[src/rtl/phy_pwr_pkg.sv]
package phy_pwr_pkg;

  localparam int REG_AW = 3;
  localparam int NREQ   = 5;

  // read-port layout
  localparam logic [REG_AW-1:0] ADDR_CLK  = 3'd0;
  localparam logic [REG_AW-1:0] ADDR_RST  = 3'd1;
  localparam logic [REG_AW-1:0] ADDR_REF  = 3'd2;
  localparam logic [REG_AW-1:0] ADDR_LANE = 3'd3;
  localparam logic [REG_AW-1:0] ADDR_STAT = 3'd4;

  localparam int BIT_REFEN  = 0;
  localparam int BIT_LANE   = 2;
  localparam int BIT_CLKSEL = 4;
  localparam int BIT_PDN    = 4;
  localparam int BIT_RST    = 7;
  localparam int STAT_BUSY  = 0;
  localparam int STAT_SUSP  = 1;
  localparam int STAT_ERR   = 2;

  typedef enum logic [2:0] {
    FLD_NONE, FLD_RST, FLD_CLKSEL, FLD_LANE, FLD_REFEN, FLD_PDN
  } ctlField_e;

  // index order is service priority
  typedef enum logic [2:0] {
    SEQ_INIT = 3'd0, SEQ_SUSP = 3'd1, SEQ_RES = 3'd2, SEQ_CONN = 3'd3, SEQ_DISC = 3'd4
  } seqKind_e;

  typedef enum logic [1:0] {ST_IDLE, ST_STEP, ST_CHECK, ST_HOLD} seqState_e;

  typedef struct packed {
    logic      wr;
    ctlField_e field;
    logic      val;
    logic      chk;
  } dpStrobe_t;

  typedef struct packed {
    ctlField_e field;
    logic      val;
    logic      last;
  } stepInfo_t;

endpackage

[src/rtl/phy_pwr_ctl.sv]
module phy_pwr_ctl
  import phy_pwr_pkg::*;
#(
  parameter int RST_CYCLES = 1000
) (
  input  logic      clk,
  input  logic      rstN,
  input  logic      vbusOverride,
  input  logic      hostMode,
  input  logic      initReq,
  input  logic      suspendReq,
  input  logic      resumeReq,
  input  logic      connectEvt,
  input  logic      disconnectEvt,
  output dpStrobe_t strobe,
  output logic      busy,
  output logic      done,
  output logic      suspended
);

  localparam int CW = (RST_CYCLES > 1) ? $clog2(RST_CYCLES) : 1;
  localparam logic [CW-1:0] HOLD_LAST = CW'(RST_CYCLES - 1);

  seqState_e        state;
  seqKind_e         seqKind;
  seqKind_e         winner;
  logic [2:0]       stepIdx;
  logic [CW-1:0]    holdCnt;
  logic [NREQ-1:0]  reqIn, pend, eff, elig, cand, take;
  logic             found;
  stepInfo_t        cur;

  function automatic stepInfo_t mk(ctlField_e f, logic v, logic l);
    stepInfo_t s;
    s.field = f;
    s.val   = v;
    s.last  = l;
    return s;
  endfunction

  function automatic stepInfo_t stepOf(seqKind_e k, logic [2:0] idx);
    stepInfo_t s;
    s = mk(FLD_NONE, 1'b0, 1'b1);
    case (k)
      SEQ_INIT: case (idx)
        3'd0:    s = mk(FLD_RST,    1'b1, 1'b0);
        3'd1:    s = mk(FLD_RST,    1'b0, 1'b0);
        3'd2:    s = mk(FLD_CLKSEL, 1'b1, 1'b0);
        3'd3:    s = mk(FLD_LANE,   1'b1, 1'b0);
        default: s = mk(FLD_REFEN,  1'b1, 1'b1);
      endcase
      SEQ_SUSP: s = (idx == 3'd0) ? mk(FLD_REFEN, 1'b0, 1'b0) : mk(FLD_PDN, 1'b1, 1'b1);
      SEQ_RES:  s = (idx == 3'd0) ? mk(FLD_REFEN, 1'b1, 1'b0) : mk(FLD_PDN, 1'b0, 1'b1);
      SEQ_CONN: s = mk(FLD_LANE, 1'b1, 1'b1);
      SEQ_DISC: s = mk(FLD_LANE, 1'b0, 1'b1);
      default:  s = mk(FLD_NONE, 1'b0, 1'b1);
    endcase
    return s;
  endfunction

  assign reqIn = {disconnectEvt, connectEvt, resumeReq, suspendReq, initReq};
  assign eff   = pend | reqIn;

  // eligibility and priority pick
  always_comb begin
    elig           = '0;
    elig[SEQ_INIT] = 1'b1;
    elig[SEQ_SUSP] = !suspended;
    elig[SEQ_RES]  = suspended;
    elig[SEQ_CONN] = vbusOverride && !hostMode;
    elig[SEQ_DISC] = vbusOverride && !hostMode;
    cand   = eff & elig;
    take   = '0;
    winner = SEQ_INIT;
    found  = 1'b0;
    for (int i = 0; i < NREQ; i++) begin
      if (cand[i] && !found) begin
        take[i] = 1'b1;
        winner  = seqKind_e'(i[2:0]);
        found   = 1'b1;
      end
    end
  end

  assign cur  = stepOf(seqKind, stepIdx);
  assign busy = (state != ST_IDLE);
  assign done = (state == ST_CHECK) && cur.last;

  always_comb begin
    strobe.wr    = (state == ST_STEP);
    strobe.field = cur.field;
    strobe.val   = cur.val;
    strobe.chk   = (state == ST_CHECK);
  end

  always_ff @(posedge clk) begin
    if (!rstN) begin
      state     <= ST_IDLE;
      seqKind   <= SEQ_INIT;
      stepIdx   <= '0;
      holdCnt   <= '0;
      pend      <= '0;
      suspended <= 1'b1;
    end else begin
      if (state == ST_IDLE) pend <= cand & ~take;
      else                  pend <= eff;
      case (state)
        ST_IDLE: if (found) begin
          seqKind <= winner;
          stepIdx <= '0;
          state   <= ST_STEP;
        end
        ST_STEP: state <= ST_CHECK;
        ST_CHECK: begin
          if (cur.last) begin
            state <= ST_IDLE;
            if (seqKind == SEQ_SUSP) suspended <= 1'b1;
            else if (seqKind == SEQ_RES || seqKind == SEQ_INIT) suspended <= 1'b0;
          end else if (seqKind == SEQ_INIT && stepIdx == 3'd0) begin
            holdCnt <= '0;
            state   <= ST_HOLD;
          end else begin
            stepIdx <= stepIdx + 3'd1;
            state   <= ST_STEP;
          end
        end
        ST_HOLD: begin
          holdCnt <= holdCnt + 1'b1;
          if (holdCnt == HOLD_LAST) begin
            stepIdx <= 3'd1;
            state   <= ST_STEP;
          end
        end
        default: state <= ST_IDLE;
      endcase
    end
  end

endmodule

[src/rtl/phy_pwr_dp.sv]
module phy_pwr_dp
  import phy_pwr_pkg::*;
(
  input  logic              clk,
  input  logic              rstN,
  input  logic              keepPowerdown,
  input  dpStrobe_t         strobe,
  input  logic              busy,
  input  logic              suspended,
  input  logic [REG_AW-1:0] regAddr,
  output logic [7:0]        regRdData,
  output logic              phyRst,
  output logic              pcsClkSel,
  output logic              lanePwr,
  output logic              refEn,
  output logic              testPdn,
  output logic              seqError
);

  ctlField_e chkField;
  logic      chkVal;
  logic      curVal;

  always_comb begin
    case (chkField)
      FLD_RST:    curVal = phyRst;
      FLD_CLKSEL: curVal = pcsClkSel;
      FLD_LANE:   curVal = lanePwr;
      FLD_REFEN:  curVal = refEn;
      FLD_PDN:    curVal = testPdn;
      default:    curVal = chkVal;
    endcase
  end

  always_ff @(posedge clk) begin
    if (!rstN) begin
      phyRst    <= 1'b0;
      pcsClkSel <= 1'b0;
      lanePwr   <= 1'b0;
      refEn     <= 1'b0;
      testPdn   <= keepPowerdown;
      chkField  <= FLD_NONE;
      chkVal    <= 1'b0;
      seqError  <= 1'b0;
    end else begin
      if (strobe.wr) begin
        case (strobe.field)
          FLD_RST:    phyRst    <= strobe.val;
          FLD_CLKSEL: pcsClkSel <= strobe.val;
          FLD_LANE:   lanePwr   <= strobe.val;
          FLD_REFEN:  refEn     <= strobe.val;
          FLD_PDN:    testPdn   <= strobe.val;
          default: ;
        endcase
        chkField <= strobe.field;
        chkVal   <= strobe.val;
      end
      if (strobe.chk && (curVal != chkVal)) seqError <= 1'b1;
    end
  end

  always_comb begin
    regRdData = '0;
    case (regAddr)
      ADDR_CLK:  regRdData[BIT_CLKSEL] = pcsClkSel;
      ADDR_RST:  regRdData[BIT_RST]    = phyRst;
      ADDR_REF:  regRdData[BIT_REFEN]  = refEn;
      ADDR_LANE: begin
        regRdData[BIT_LANE] = lanePwr;
        regRdData[BIT_PDN]  = testPdn;
      end
      ADDR_STAT: begin
        regRdData[STAT_BUSY] = busy;
        regRdData[STAT_SUSP] = suspended;
        regRdData[STAT_ERR]  = seqError;
      end
      default: regRdData = '0;
    endcase
  end

endmodule

[src/rtl/phy_pwr_seq.sv]
module phy_pwr_seq
  import phy_pwr_pkg::*;
#(
  parameter int CLK_MHZ  = 100,
  parameter int RESET_US = 10
) (
  input  logic       clk,
  input  logic       rstN,
  input  logic       keepPowerdown,
  input  logic       vbusOverride,
  input  logic       hostMode,
  input  logic       initReq,
  input  logic       suspendReq,
  input  logic       resumeReq,
  input  logic       connectEvt,
  input  logic       disconnectEvt,
  input  logic [2:0] regAddr,
  output logic [7:0] regRdData,
  output logic       busy,
  output logic       done,
  output logic       phyRst,
  output logic       pcsClkSel,
  output logic       lanePwrPresent,
  output logic       refClkEn,
  output logic       testPowerdown
);

  localparam int RST_CYCLES = CLK_MHZ * RESET_US;

  dpStrobe_t strobe;
  logic      suspended;
  logic      seqError;

  phy_pwr_ctl #(.RST_CYCLES(RST_CYCLES)) u_ctl (
    .clk(clk), .rstN(rstN),
    .vbusOverride(vbusOverride), .hostMode(hostMode),
    .initReq(initReq), .suspendReq(suspendReq), .resumeReq(resumeReq),
    .connectEvt(connectEvt), .disconnectEvt(disconnectEvt),
    .strobe(strobe), .busy(busy), .done(done), .suspended(suspended)
  );

  phy_pwr_dp u_dp (
    .clk(clk), .rstN(rstN), .keepPowerdown(keepPowerdown),
    .strobe(strobe), .busy(busy), .suspended(suspended),
    .regAddr(regAddr), .regRdData(regRdData),
    .phyRst(phyRst), .pcsClkSel(pcsClkSel), .lanePwr(lanePwrPresent),
    .refEn(refClkEn), .testPdn(testPowerdown), .seqError(seqError)
  );

endmodule

[config.mk]
export PLATFORM = sky130hd
export DESIGN_NAME = phy_pwr_seq
export DESIGN_NICKNAME = d
export VERILOG_FILES = /design/src/rtl/phy_pwr_pkg.sv /design/src/rtl/phy_pwr_ctl.sv /design/src/rtl/phy_pwr_dp.sv /design/src/rtl/phy_pwr_seq.sv
export SDC_FILE = /design/constraint.sdc
export NUM_CORES = 1
export LEC_CHECK = 0
export CORE_MARGIN = 2
export CORE_UTILIZATION = 45
export DETAILED_ROUTE_END_ITERATION = 12
export PLACE_DENSITY = 0.67
export SETUP_SLACK_MARGIN = 0.2
export SLEW_MARGIN = 40
export SYNTH_ARGS = -nofsm -noshare
export SYNTH_HDL_FRONTEND = slang
export SYNTH_SLANG_ARGS = --single-unit
export TNS_END_PERCENT = 20
[constraint.sdc]
create_clock -name clk -period 2.2 [get_ports clk]
set_input_delay 0.44 -clock clk [delete_from_list [all_inputs] [get_ports clk]]
set_output_delay 0.44 -clock clk [all_outputs]
set_load 0.02 [all_outputs]
==> out/results.ini <==
[detailed_routing]
wirelength_um = 4780
viasPerCell = 5.40
drtIter0Drc = 119
dr.pass1.iters = 4
wl_per_cell_um = 13.8
vias = 1875
final_antenna_net_count = 0
drc_errors = 0

[global_route]
grt_max_degree = 14
overflow = 0
grtUsageTotal_pct = 19.1
grt_pass1_wl_um = 7870
grt_pass1_vias = 1765
antenna_found_initial = 0

[placed_design]
dp.cells = 336
place_ws_ps = -258
io_buffer_count = 24
place.gp.congestion = 0.759
dp_hpwl_um = 3390

[run_status]
violations = setup timing
outcome = finished with violations

[cells_and_area]
nFillCells = 371
syn_to_final_growth_pct = 35.3
drive_above_1_share_pct = 29.2
num_antenna_cells = 0
layout.nets = 317
fin_cells = 347

[timing]
period_needed_ps = 2260
rsz0062_at_grt = true
tns_ps = -60.2
finalHoldViolCount = 0
setup_ws_ps = -60.2
slew_violations = 0
timing.final.crit_share_pct = 103
final-setup-viol-count = 1
finClkSkew_ps = 11.2
timing.fmax_mhz = 442

[floorplan]
dieArea_sq_um = 5210
coreArea_sq_um = 4410
die_y_um = 72.2
io-pin-count = 28
rows = 24
die_x_um = 72.2
start_util_pct = 47.4

[synth]
synth_area_sq_um = 2090
seq_area_frac_synth_pct = 33.0
synth.top_cell.area_share_pct = 31.6
synth_top_cells_by_area = dfxtp_1 (32%), ha_1 (6.0%), nor2_1 (4.1%), mux2i_1 (3.3%), o21ai_0 (3.3%)
async_flop_share_pct = 0
ys_ff_latch = 34
synth-edff-count = 1
synth_common_cells = dfxtp_1 (33), nor2_1 (23), nand2_1 (16), o21ai_0 (14), inv_1 (13)
post-synth-top-count-cell = dfxtp_1
synth_cell_types = 60
yosys_warnings = 0
synth_top_cell_by_area = dfxtp_1
synthCells = 240
synth_ff_type = dfxtp_1
synth_area_per_cell_sq_um = 8.72

[clock_tree]
cts_hold_buf = 0
clock-sinks = 34
cts_tree = yes
cts.path.max_buffers = 2
cts_buffers = 5
clock_latency_ps = 290
clk_pin_slew_ps = 80
ctsRootBufferMaster = clkbuf_8
htree_levels = 2

[flow_run]
cap_violations = 0

[power]
power_density_nw_per_um2 = 588
power.net_switching_uw = 485
comb_power_share_pct = 26.0
power.leakage_nw = 1.17
p_seq_share_pct = 41.3
power_frac_clock_pct = 32.8
ir_worst_vdd_v = 0.000391
intPower_mw = 1.18
total_power_mw = 1.66
switching_share_pct = 29.1

[critical_path]
critPathArrivalTime_ps = 1820
required_ps = 1760
crit_type = reg -> out
end_kind = output port
startpoint_type = register
ff2ff_path_depth = 11
cp_max_fo = 4

[hold_path]
worstHoldPathType = reg -> reg
worstHoldPathCells = 1

-- metal layers --
layer	global-route usage, %	wire length [um]	vias to the layer above
met5	0	0	-
met4	5.03	51	0
met3	4.58	102	4
met2	32.3	2370	16
met1	24.4	2250	888
li1	-	-	967
-- through the flow --
step / cell area [sq um] / hold WS (ps) / utilization [%]
6_report: 2830 / 498 / 64.1
3_3_place_gp: 2580 / 462 / 58.5
2_1_floorplan: 2120 / 455 / -
4_1_cts: 2720 / 496 / 61.7
5_1_grt: 2830 / 525 / 64.1
3_5_place_dp: 2580 / 480 / 58.5
-- worst paths after layout --
kind	startpoint	endpoint	slack (ps)
hold reg to reg	u_ctl.pend[1]	u_ctl.pend[1]	500
hold / removal	u_ctl.pend[1]	u_ctl.pend[1]	500
setup / recovery	u_ctl.stepIdx[1]	done	-60
setup reg to reg	u_ctl.stepIdx[0]	u_dp.chkVal	140
-- area by class of cell --
| cell class | instances | area, sq um | area share, % |
|---|---|---|---|
| Multi-Input combinational cell | 183 | 1410 | 49.9 |
| Sequential cell | 34 | 701 | 24.8 |
| Tap cell | 52 | 65.1 | 2.30 |
| Inverter | 13 | 48.8 | 1.72 |
| Timing Repair Buffer | 57 | 494 | 17.5 |
| Clock buffer | 8 | 110 | 3.89 |
-- what timing repair did --
| action | 4_1_cts | 5_1_grt |
|---|---|---|
| endpoints found under the hold margin | 0 | 0 |
| endpoints found under the setup margin | 18 | 26 |
| gates resized for setup | 40 | 24 |
| buffers inserted | 1 | 2 |
| pin swaps | 6 | 9 |
-- cell usage in the layout (no fill, tap or decap), types with 3 or more instances in the layout --
| cell type | instances |
|---|---|
| nor2_1 | 22 |
| o21ai_0 | 11 |
| dfxtp_1 | 29 |
| o21bai_1 | 3 |
| buf_2 | 3 |
| inv_2 | 3 |
| o21a_1 | 3 |
| a32o_1 | 3 |
| nor3b_1 | 3 |
| xnor2_1 | 3 |
| clkbuf_8 | 8 |
| mux2i_1 | 7 |
| clkdlybuf4s50_1 | 14 |
| o21ai_2 | 4 |
| conb_1 | 3 |
| nand2b_1 | 4 |
| nand4_1 | 8 |
| inv_1 | 10 |
| nand2_1 | 15 |
| nor2b_1 | 4 |
| and3_1 | 4 |
| ha_1 | 6 |
| a21boi_0 | 6 |
| xor2_1 | 5 |
| nand3_1 | 5 |
| buf_6 | 6 |
| buf_4 | 28 |
| nor3_1 | 5 |
| a31oi_1 | 4 |
| ha_4 | 3 |
| a21oi_1 | 5 |
| nand3b_1 | 5 |
-- sequential cells by signal, summed over array words and instances, names as in the netlist --
register,count
u_ctl.holdCnt,10
u_ctl.pend,5
u_ctl.seqKind,3
u_ctl.state,2
u_ctl.stepIdx,3
u_ctl.suspended,1
u_dp.chkField,3
u_dp.chkVal,1
u_dp.lanePwr,1
u_dp.pcsClkSel,1
u_dp.phyRst,1
u_dp.refEn,1
u_dp.seqError,1
u_dp.testPdn,1
-- power groups by stage --
stage / registers (mW) / logic, mW / clock network, mW
after floorplan: 0.699 / 0.244 / 0
after global placement: 0.697 / 0.396 / 0
after detailed placement: 0.699 / 0.397 / 0
after CTS: 0.684 / 0.401 / 0.556
after global routing: 0.691 / 0.473 / 0.576
final: 0.686 / 0.432 / 0.545
-- cells by family after synthesis --
logic type / Yosys count / share of synthesized area (%)
and+or+nand+nor: 99 / 28.1
AOI/OAI and AO/OA: 56 / 20.6
DFF: 34 / 33.0
buffers and inverters: 25 / 5.38
adders and majority gates: 10 / 5.98
xor gates and xnor gates: 8 / 3.35
muxes: 7 / 3.35
other: 1 / 0.179
-- critical path, stage by stage (launching register included) --
cell,delay (ps)
dfxtp_4,370
ha_4,160
ha_4,150
or3_4,340
a32oi_4,240
o21ai_2,90
inv_2,70
buf_6,110
Note: power is estimated with default switching activity, not from simulation.
